`src/rtl/pll_ctl_pkg.sv`:
```
package pll_ctl_pkg;

    localparam int unsigned DW = 8;
    localparam int unsigned AW = 3;

    localparam logic [AW-1:0] ADDR_CTL  = 3'd0;
    localparam logic [AW-1:0] ADDR_MUL  = 3'd1;
    localparam logic [AW-1:0] ADDR_VRS  = 3'd2;
    localparam logic [AW-1:0] ADDR_STAT = 3'd3;

    // bit positions inside the control register
    localparam int unsigned B_IE   = 7;
    localparam int unsigned B_FLAG = 6;
    localparam int unsigned B_ON   = 5;
    localparam int unsigned B_BCS  = 4;

    typedef struct packed {
        logic          ie;
        logic          flag;
        logic          on;
        logic          bcs;
        logic [1:0]    rng;
        logic [DW-1:0] mul;
        logic [DW-1:0] vrs;
    } regs_t;

    localparam regs_t REGS_RST = '{
        ie:   1'b0,
        flag: 1'b0,
        on:   1'b1,
        bcs:  1'b0,
        rng:  2'b00,
        mul:  8'h40,
        vrs:  8'h40
    };

endpackage

```
`src/rtl/pll_lock_sync.sv`:
```
module pll_lock_sync #(
    parameter int unsigned STAGES = 2
) (
    input  logic clk,
    input  logic rst_n,
    input  logic lock_async,
    output logic lock_sync,
    output logic lock_edge
);
    logic [STAGES-1:0] sh_d, sh_q;
    logic              prev_d, prev_q;

    assign sh_d[0] = lock_async;
    for (genvar i = 1; i < STAGES; i++) begin : g_stage
        assign sh_d[i] = sh_q[i-1];
    end
    assign prev_d = sh_q[STAGES-1];

    always_ff @(posedge clk or negedge rst_n) begin
        if (!rst_n) begin
            sh_q   <= '0;
            prev_q <= 1'b0;
        end else begin
            sh_q   <= sh_d;
            prev_q <= prev_d;
        end
    end

    assign lock_sync = sh_q[STAGES-1];
    assign lock_edge = sh_q[STAGES-1] ^ prev_q;
endmodule

```
`src/rtl/pll_ctl_rdmux.sv`:
```
module pll_ctl_rdmux
    import pll_ctl_pkg::*;
(
    input  regs_t         regs,
    input  logic [AW-1:0] addr,
    input  logic          rd_en,
    input  logic          auto_mode,
    input  logic          lock_sync,
    output logic [DW-1:0] rd_data
);
    always_comb begin
        rd_data = '0;
        if (rd_en) begin
            unique case (addr)
                ADDR_CTL: begin
                    rd_data[B_IE]   = regs.ie & auto_mode;
                    rd_data[B_FLAG] = regs.flag & auto_mode;
                    rd_data[B_ON]   = regs.on;
                    rd_data[B_BCS]  = regs.bcs;
                    rd_data[1:0]    = regs.rng;
                end
                ADDR_MUL:  rd_data = regs.mul;
                ADDR_VRS:  rd_data = regs.vrs;
                ADDR_STAT: rd_data[DW-1] = lock_sync & auto_mode;
                default:   rd_data = '0;
            endcase
        end
    end
endmodule

```
`src/rtl/pll_ctl_regs.sv`:
```
module pll_ctl_regs
    import pll_ctl_pkg::*;
#(
    parameter int unsigned SYNC_STAGES = 2
) (
    input  logic          clk,
    input  logic          rst_n,
    input  logic [AW-1:0] addr,
    input  logic          wr_en,
    input  logic          rd_en,
    input  logic [DW-1:0] wr_data,
    output logic [DW-1:0] rd_data,
    input  logic          lock_in,
    input  logic          auto_mode,
    output logic          irq,
    output logic          pll_on,
    output logic          base_clk_sel,
    output logic [1:0]    vco_range,
    output logic [DW-1:0] mult,
    output logic [DW-1:0] vrs_sel
);
    regs_t regs_d, regs_q;
    logic  lock_sync, lock_edge;
    logic  wr_ctl, wr_mul, wr_vrs, rd_ctl;

    pll_lock_sync #(.STAGES(SYNC_STAGES)) i_sync (
        .clk        (clk),
        .rst_n      (rst_n),
        .lock_async (lock_in),
        .lock_sync  (lock_sync),
        .lock_edge  (lock_edge)
    );

    assign wr_ctl = wr_en && (addr == ADDR_CTL);
    assign wr_mul = wr_en && (addr == ADDR_MUL);
    assign wr_vrs = wr_en && (addr == ADDR_VRS);
    assign rd_ctl = rd_en && (addr == ADDR_CTL);

    always_comb begin
        regs_d = regs_q;

        // interrupt enable: only alive in automatic mode
        if (!auto_mode)  regs_d.ie = 1'b0;
        else if (wr_ctl) regs_d.ie = wr_data[B_IE];

        // lock-change flag: set wins over read-clear
        if (!auto_mode)     regs_d.flag = 1'b0;
        else if (lock_edge) regs_d.flag = 1'b1;
        else if (rd_ctl)    regs_d.flag = 1'b0;

        // power switch is pinned while the base clock is selected
        if (regs_q.bcs)  regs_d.on = 1'b1;
        else if (wr_ctl) regs_d.on = wr_data[B_ON];

        // base clock select needs a powered PLL and a non-zero range
        if (!regs_d.on || (regs_q.vrs == '0)) regs_d.bcs = 1'b0;
        else if (wr_ctl)                      regs_d.bcs = wr_data[B_BCS];

        if (wr_ctl) regs_d.rng = wr_data[1:0];

        // programming registers are frozen while the PLL runs
        if (!regs_q.on) begin
            if (wr_mul) regs_d.mul = wr_data;
            if (wr_vrs) regs_d.vrs = wr_data;
        end
    end

    always_ff @(posedge clk or negedge rst_n) begin
        if (!rst_n) regs_q <= REGS_RST;
        else        regs_q <= regs_d;
    end

    pll_ctl_rdmux i_rdmux (
        .regs      (regs_q),
        .addr      (addr),
        .rd_en     (rd_en),
        .auto_mode (auto_mode),
        .lock_sync (lock_sync),
        .rd_data   (rd_data)
    );

    assign irq          = regs_q.flag & regs_q.ie & auto_mode;
    assign pll_on       = regs_q.on;
    assign base_clk_sel = regs_q.bcs;
    assign vco_range    = regs_q.rng;
    assign mult         = regs_q.mul;
    assign vrs_sel      = regs_q.vrs;
endmodule

```
`config.mk`:
```
export PLATFORM = sky130hd
export DESIGN_NAME = pll_ctl_regs
export DESIGN_NICKNAME = d
export VERILOG_FILES = /design/src/rtl/pll_ctl_pkg.sv /design/src/rtl/pll_lock_sync.sv /design/src/rtl/pll_ctl_rdmux.sv /design/src/rtl/pll_ctl_regs.sv
export SDC_FILE = /design/constraint.sdc
export NUM_CORES = 1
export LEC_CHECK = 0
export CAP_MARGIN = 20
export CORE_MARGIN = 10
export CORE_UTILIZATION = 35
export CTS_BUF_LIST = sky130_fd_sc_hd__clkbuf_4 sky130_fd_sc_hd__clkbuf_8
export CTS_CLUSTER_DIAMETER = 80
export DETAILED_ROUTE_END_ITERATION = 12
export MAX_ROUTING_LAYER = met4
export PLACE_DENSITY = 0.76
export SYNTH_ARGS = -nofsm -noshare
export SYNTH_HDL_FRONTEND = slang
export SYNTH_HIERARCHICAL = 1
export SYNTH_SLANG_ARGS = --single-unit
```
`constraint.sdc`:
```
create_clock -name clk -period 2.1 [get_ports clk]
set_input_delay 0.42 -clock clk [delete_from_list [all_inputs] [get_ports clk]]
set_output_delay 0.42 -clock clk [all_outputs]
set_load 0.01 [all_outputs]
```
# Yosys cells after proc, flatten, opt, wreduce, memory -nomap -nowiden
# Index checks and enable logic that the tools add are counted.
dict set report totals {
  register_bits 25
  in_bits 17
  out_inout_bits 29
  wordCells 46
}
dict set report op_classes {
  n_eq_ne 5
  mux 14
  bitwise 7
  n_reduce_logical 11
}
# cell count
set op_table {}
lappend op_table {{$mux 1} 9}
lappend op_table {{$pmux 3 s3} 1}
lappend op_table {{$logic_not 8->1} 1}
lappend op_table {{$mux 8} 1}
lappend op_table {{$eq 3x2->1 const B} 2}
lappend op_table {{$pmux 2 s3} 1}
lappend op_table {{$and 1x1->1} 5}
lappend op_table {{$logic_and 1x1->1} 4}
lappend op_table {{$pmux 1 s4} 1}
lappend op_table {{$pmux 2 s2} 1}
lappend op_table {{$reduce_and 2->1} 2}
lappend op_table {{$eq 3x1->1 const B} 1}
lappend op_table {{$logic_not 3->1} 1}
lappend op_table {{$ne 3x1->1 const B} 1}
lappend op_table {{$ne 2x1->1 const B} 1}
lappend op_table {{$reduce_bool 2->1} 1}
lappend op_table {{$logic_not 1->1} 1}
lappend op_table {{$logic_or 1x1->1} 1}
lappend op_table {{$not 1->1} 1}
lappend op_table {{$xor 1x1->1} 1}

# Logic depth before layout (Yosys ltp)
dict set report logic_depth {
  depth_word 7
  ltp_mapped 5
}

# Modules after synthesis
# Netlist, hierarchy kept.
# module instances cells_each area_each_um2 seq_area_each_um2
set modules_own_cells {}
lappend modules_own_cells {pll_ctl_regs 1 75 1033.5 554.3}
lappend modules_own_cells {pll_ctl_rdmux 1 35 215.2 0.0}
lappend modules_own_cells {pll_lock_sync 1 4 83.8 75.1}

# Worst setup path before layout
# OpenSTA, ideal clock, no wires.
dict set report synth_timing {
  path_kind {input to output}
  start {input addr[0]}
  end {output rd_data[7]}
  t_arrival_ps 1109
  required_ps 1680
  slack_ps 571
  cell_stages 4
  path_buffers 1
  path_cell_list {buf_4 > nor4b_1 > o21ai_0 > a21oi_1}
}
dict set report synth_via {
  elab_chain_cells 3
}
# element line
set synth_lines {}
lappend synth_lines {{from (decl)} pll_ctl_regs.sv:8} ;# input logic [AW-1:0] addr,
lappend synth_lines {{$eq 3x2->1 (tied with other cells)} pll_ctl_rdmux.sv:14} ;# unique case (addr)
lappend synth_lines {{$pmux 1 s4 (*)} pll_ctl_rdmux.sv:14}
lappend synth_lines {{$mux 8 (*)} pll_ctl_rdmux.sv:13} ;# if (rd_en) begin
lappend synth_lines {{to (decl)} pll_ctl_regs.sv:12} ;# output logic [DW-1:0] rd_data,
# Every way passes the cells marked *; elsewhere a longest branch is shown, timed or not.

# Worst setup path in the final report
dict set report layout_timing {
  start {input addr[2]}
  end {output rd_data[7]}
}
# Same word-level chain as after synthesis.

==> flow_metrics.tcl <==
set metrics [dict create \
    dp_hpwl_mm 2.74 \
    synthCells 114 \
    drive_gt1_share_pct 32.2 \
    drv_slew 0 \
    max_freq_mhz 495 \
    r2r_end "vrs_sel[2]" \
    overflow 0 \
    rows 22 \
    cts_buffers 3 \
    grt_max_degree 26 \
    wire_per_inst_um 17.3 \
    place.port_buffers 45 \
    path_clk_slew_ns 0.09 \
    cts_tree "yes" \
    vias 975 \
    start_util_pct 36.4 \
    ys_ff_latch 25 \
    fin_crit_ns 2.02 \
    area_growth_pct 36.3 \
    place_congestion 0.852 \
    peakVddDrop_uv 656 \
    first_global_vias 1093 \
    nets 170 \
    fin_crit_sh_pct 96.2 \
    mostFrequentLayoutCells "34 x clkdlybuf4s50_1, 22 x dfrtp_1, 18 x mux2_2" \
    firstDrtPassIters 4 \
    ys_seq_area_share_pct 47.2 \
    power.density_nw_per_um2 1070 \
    cts-root-buf "clkbuf_8" \
    design_power_total_uw 1940 \
    insertedDiodeCount 0 \
    fin_skew_ns 0.00191 \
    grt_antenna_before_repair 0 \
    setup_viol 0 \
    core_um2 3660 \
    r2r_slack_ns 0.74 \
    drtIter0Drc 27 \
    min_path_type "reg -> reg" \
    grt_util_all_layers_pct 11.1 \
    p_leak_uw 0.000781 \
    final_util_pct 49.6 \
    die_area_um2 6670 \
    syn_nets 131 \
    synth_warnings 6 \
    startpoint_type "input pin" \
    stdcell_count 200 \
    dieHeight_um 81.7 \
    rr_worst_depth 3 \
    slew_headroom_pct 79.0 \
    rsz0062_at_grt "false" \
    fill_cells 335 \
    path_class "in -> out" \
    required_ns 1.68 \
    post_cts_buffers 0 \
    syn-cell-area_um2 1330 \
    die_x_um 81.7 \
    wl_mm 3.46 \
    cts_buffer_depth 2 \
    arrival_ns 1.60 \
    final_hold_viol_count 0 \
    dp.cells 195 \
    htreeDepth 1 \
    avgSynthCellArea_um2 11.7 \
    cts_sinks 25 \
    status "finished, final reports clean" \
    mostFrequentLayoutCell "clkdlybuf4s50_1" \
    worst_r2r_startpoint "pll_on" \
    final_antenna_net_count 0 \
    synth.distinct_cells 26 \
    startpoint "addr[2]" \
    endpoint_kind "output pin" \
    drcViolationCount 0 \
    clk_latency_ns 0.27 \
    io_pins 46 \
    viasPerCell 4.88 \
    worstPathMaxFanout 3 \
    grt_pass1_wl_mm 5.50 \
    tightest_slew_ns 0.312 \
    crit_path_end "rd_data[7]" \
    max_cap_violations 0 \
]
state kept, by name, indices dropped and copies added, names as in the netlist:
name and count:
i_sync/sh_q 2, pll_on 1, vrs_sel 8, vco_range 2
mult 8, i_sync/prev_q 1, regs_q 2, base_clk_sel 1
layout make-up:
class | count | area, µm² | share of cell area, %
Multi-Input combinational cell | 66 | 548 | 30.2
Timing Repair Buffer | 55 | 523 | 28.8
Clock buffer | 3 | 41.3 | 2.27
Sequential cell | 25 | 629 | 34.6
Clock inverter | 1 | 7.51 | 0.413
Tap cell | 48 | 60.1 | 3.31
Inverter | 2 | 7.51 | 0.413
worst max-delay path, stage by stage:
cell             delay [ns]
clkdlybuf4s50_1        0.45
nor4b_1                0.30
o21ai_0                0.11
a21oi_1                0.17
buf_2                  0.16
synth_stat cells:
cell type	instances	area share, %
nor4b_4	1	1.8
nor2b_1	3	1.4
buf_4	20	11
mux2_2	18	15
nand2_1	5	1.4
or4b_1	1	0.75
dfrtp_1	22	41
nor3b_2	1	0.94
nand3b_2	2	1.7
and2b_1	1	0.56
a21oi_1	8	3.0
and3_1	2	0.94
a22oi_1	3	1.7
mux2i_1	5	3.8
buf_1	1	0.28
nand2b_1	1	0.47
inv_1	2	0.56
a32oi_1	1	0.66
or2_1	4	1.9
xor2_1	1	0.66
nor4_1	2	0.94
dfstp_2	3	5.9
a221oi_1	1	0.66
nor4b_1	1	0.66
o21ai_0	2	0.75
nor2_1	3	0.85
per-stage QoR:
step	setup TNS [ns]	worst slack [ns]	hold WS (ns)	instance area, µm²
6_report	0	0.0803	0.359	1820
5_1_grt	0	0.0234	0.376	1820
4_1_cts	0	0.00525	0.363	1810
3_5_place_dp	-3.49	-0.493	0.342	1760
3_3_place_gp	-3.27	-0.470	0.341	1760
2_1_floorplan	0	0.571	0.124	1330
cell families after synthesis:
kind of cell	count (synthesis)	share of synthesized area (%)
flip-flops	25	47.2
buffers and inverters	23	12.1
multiplexers	23	19.0
AO/OA/AOI/OAI	15	6.76
XOR/XNOR	1	0.657
AND/OR/NAND/NOR	27	14.3
metal layers:
| layer | part of all wire [%] | GRT usage [%] | vias to the layer above |
|---|---|---|---|
| met2 | 50 | 17.2 | 40 |
| li1 | - | - | 457 |
| met4 | 0.78 | 4.08 | 0 |
| met5 | 0 | - | - |
| met1 | 44 | 13.5 | 474 |
| met3 | 5.9 | 2.95 | 4 |
power by group:
part | total, µW | internal (µW) | switching [µW]
sequential | 843 | 675 | 168
clock | 286 | 134 | 152
combinational | 811 | 502 | 308
worst min-delay path by stage:
stage | end | start | slack (ns) | depth (start not counted)
after floorplan | base_clk_sel | rst_n | 0.12 | 0
after global routing | i_sync/sh_q[1] | i_sync/sh_q[0] | 0.38 | 0
after CTS | i_sync/sh_q[1] | i_sync/sh_q[0] | 0.36 | 0
after global placement | i_sync/sh_q[1] | i_sync/sh_q[0] | 0.34 | 0
after detailed placement | i_sync/sh_q[1] | i_sync/sh_q[0] | 0.34 | 0
final | i_sync/sh_q[1] | i_sync/sh_q[0] | 0.36 | 0
timing repair:
item | 4_1_cts | 5_1_grt
hold buffers | 0 | 0
gates resized for setup | 30 | 2
pin swaps | 1 | 0
cloned | 1 | 0
setup endpoints to repair | 8 | 7
(Power assumes the default switching activity.)
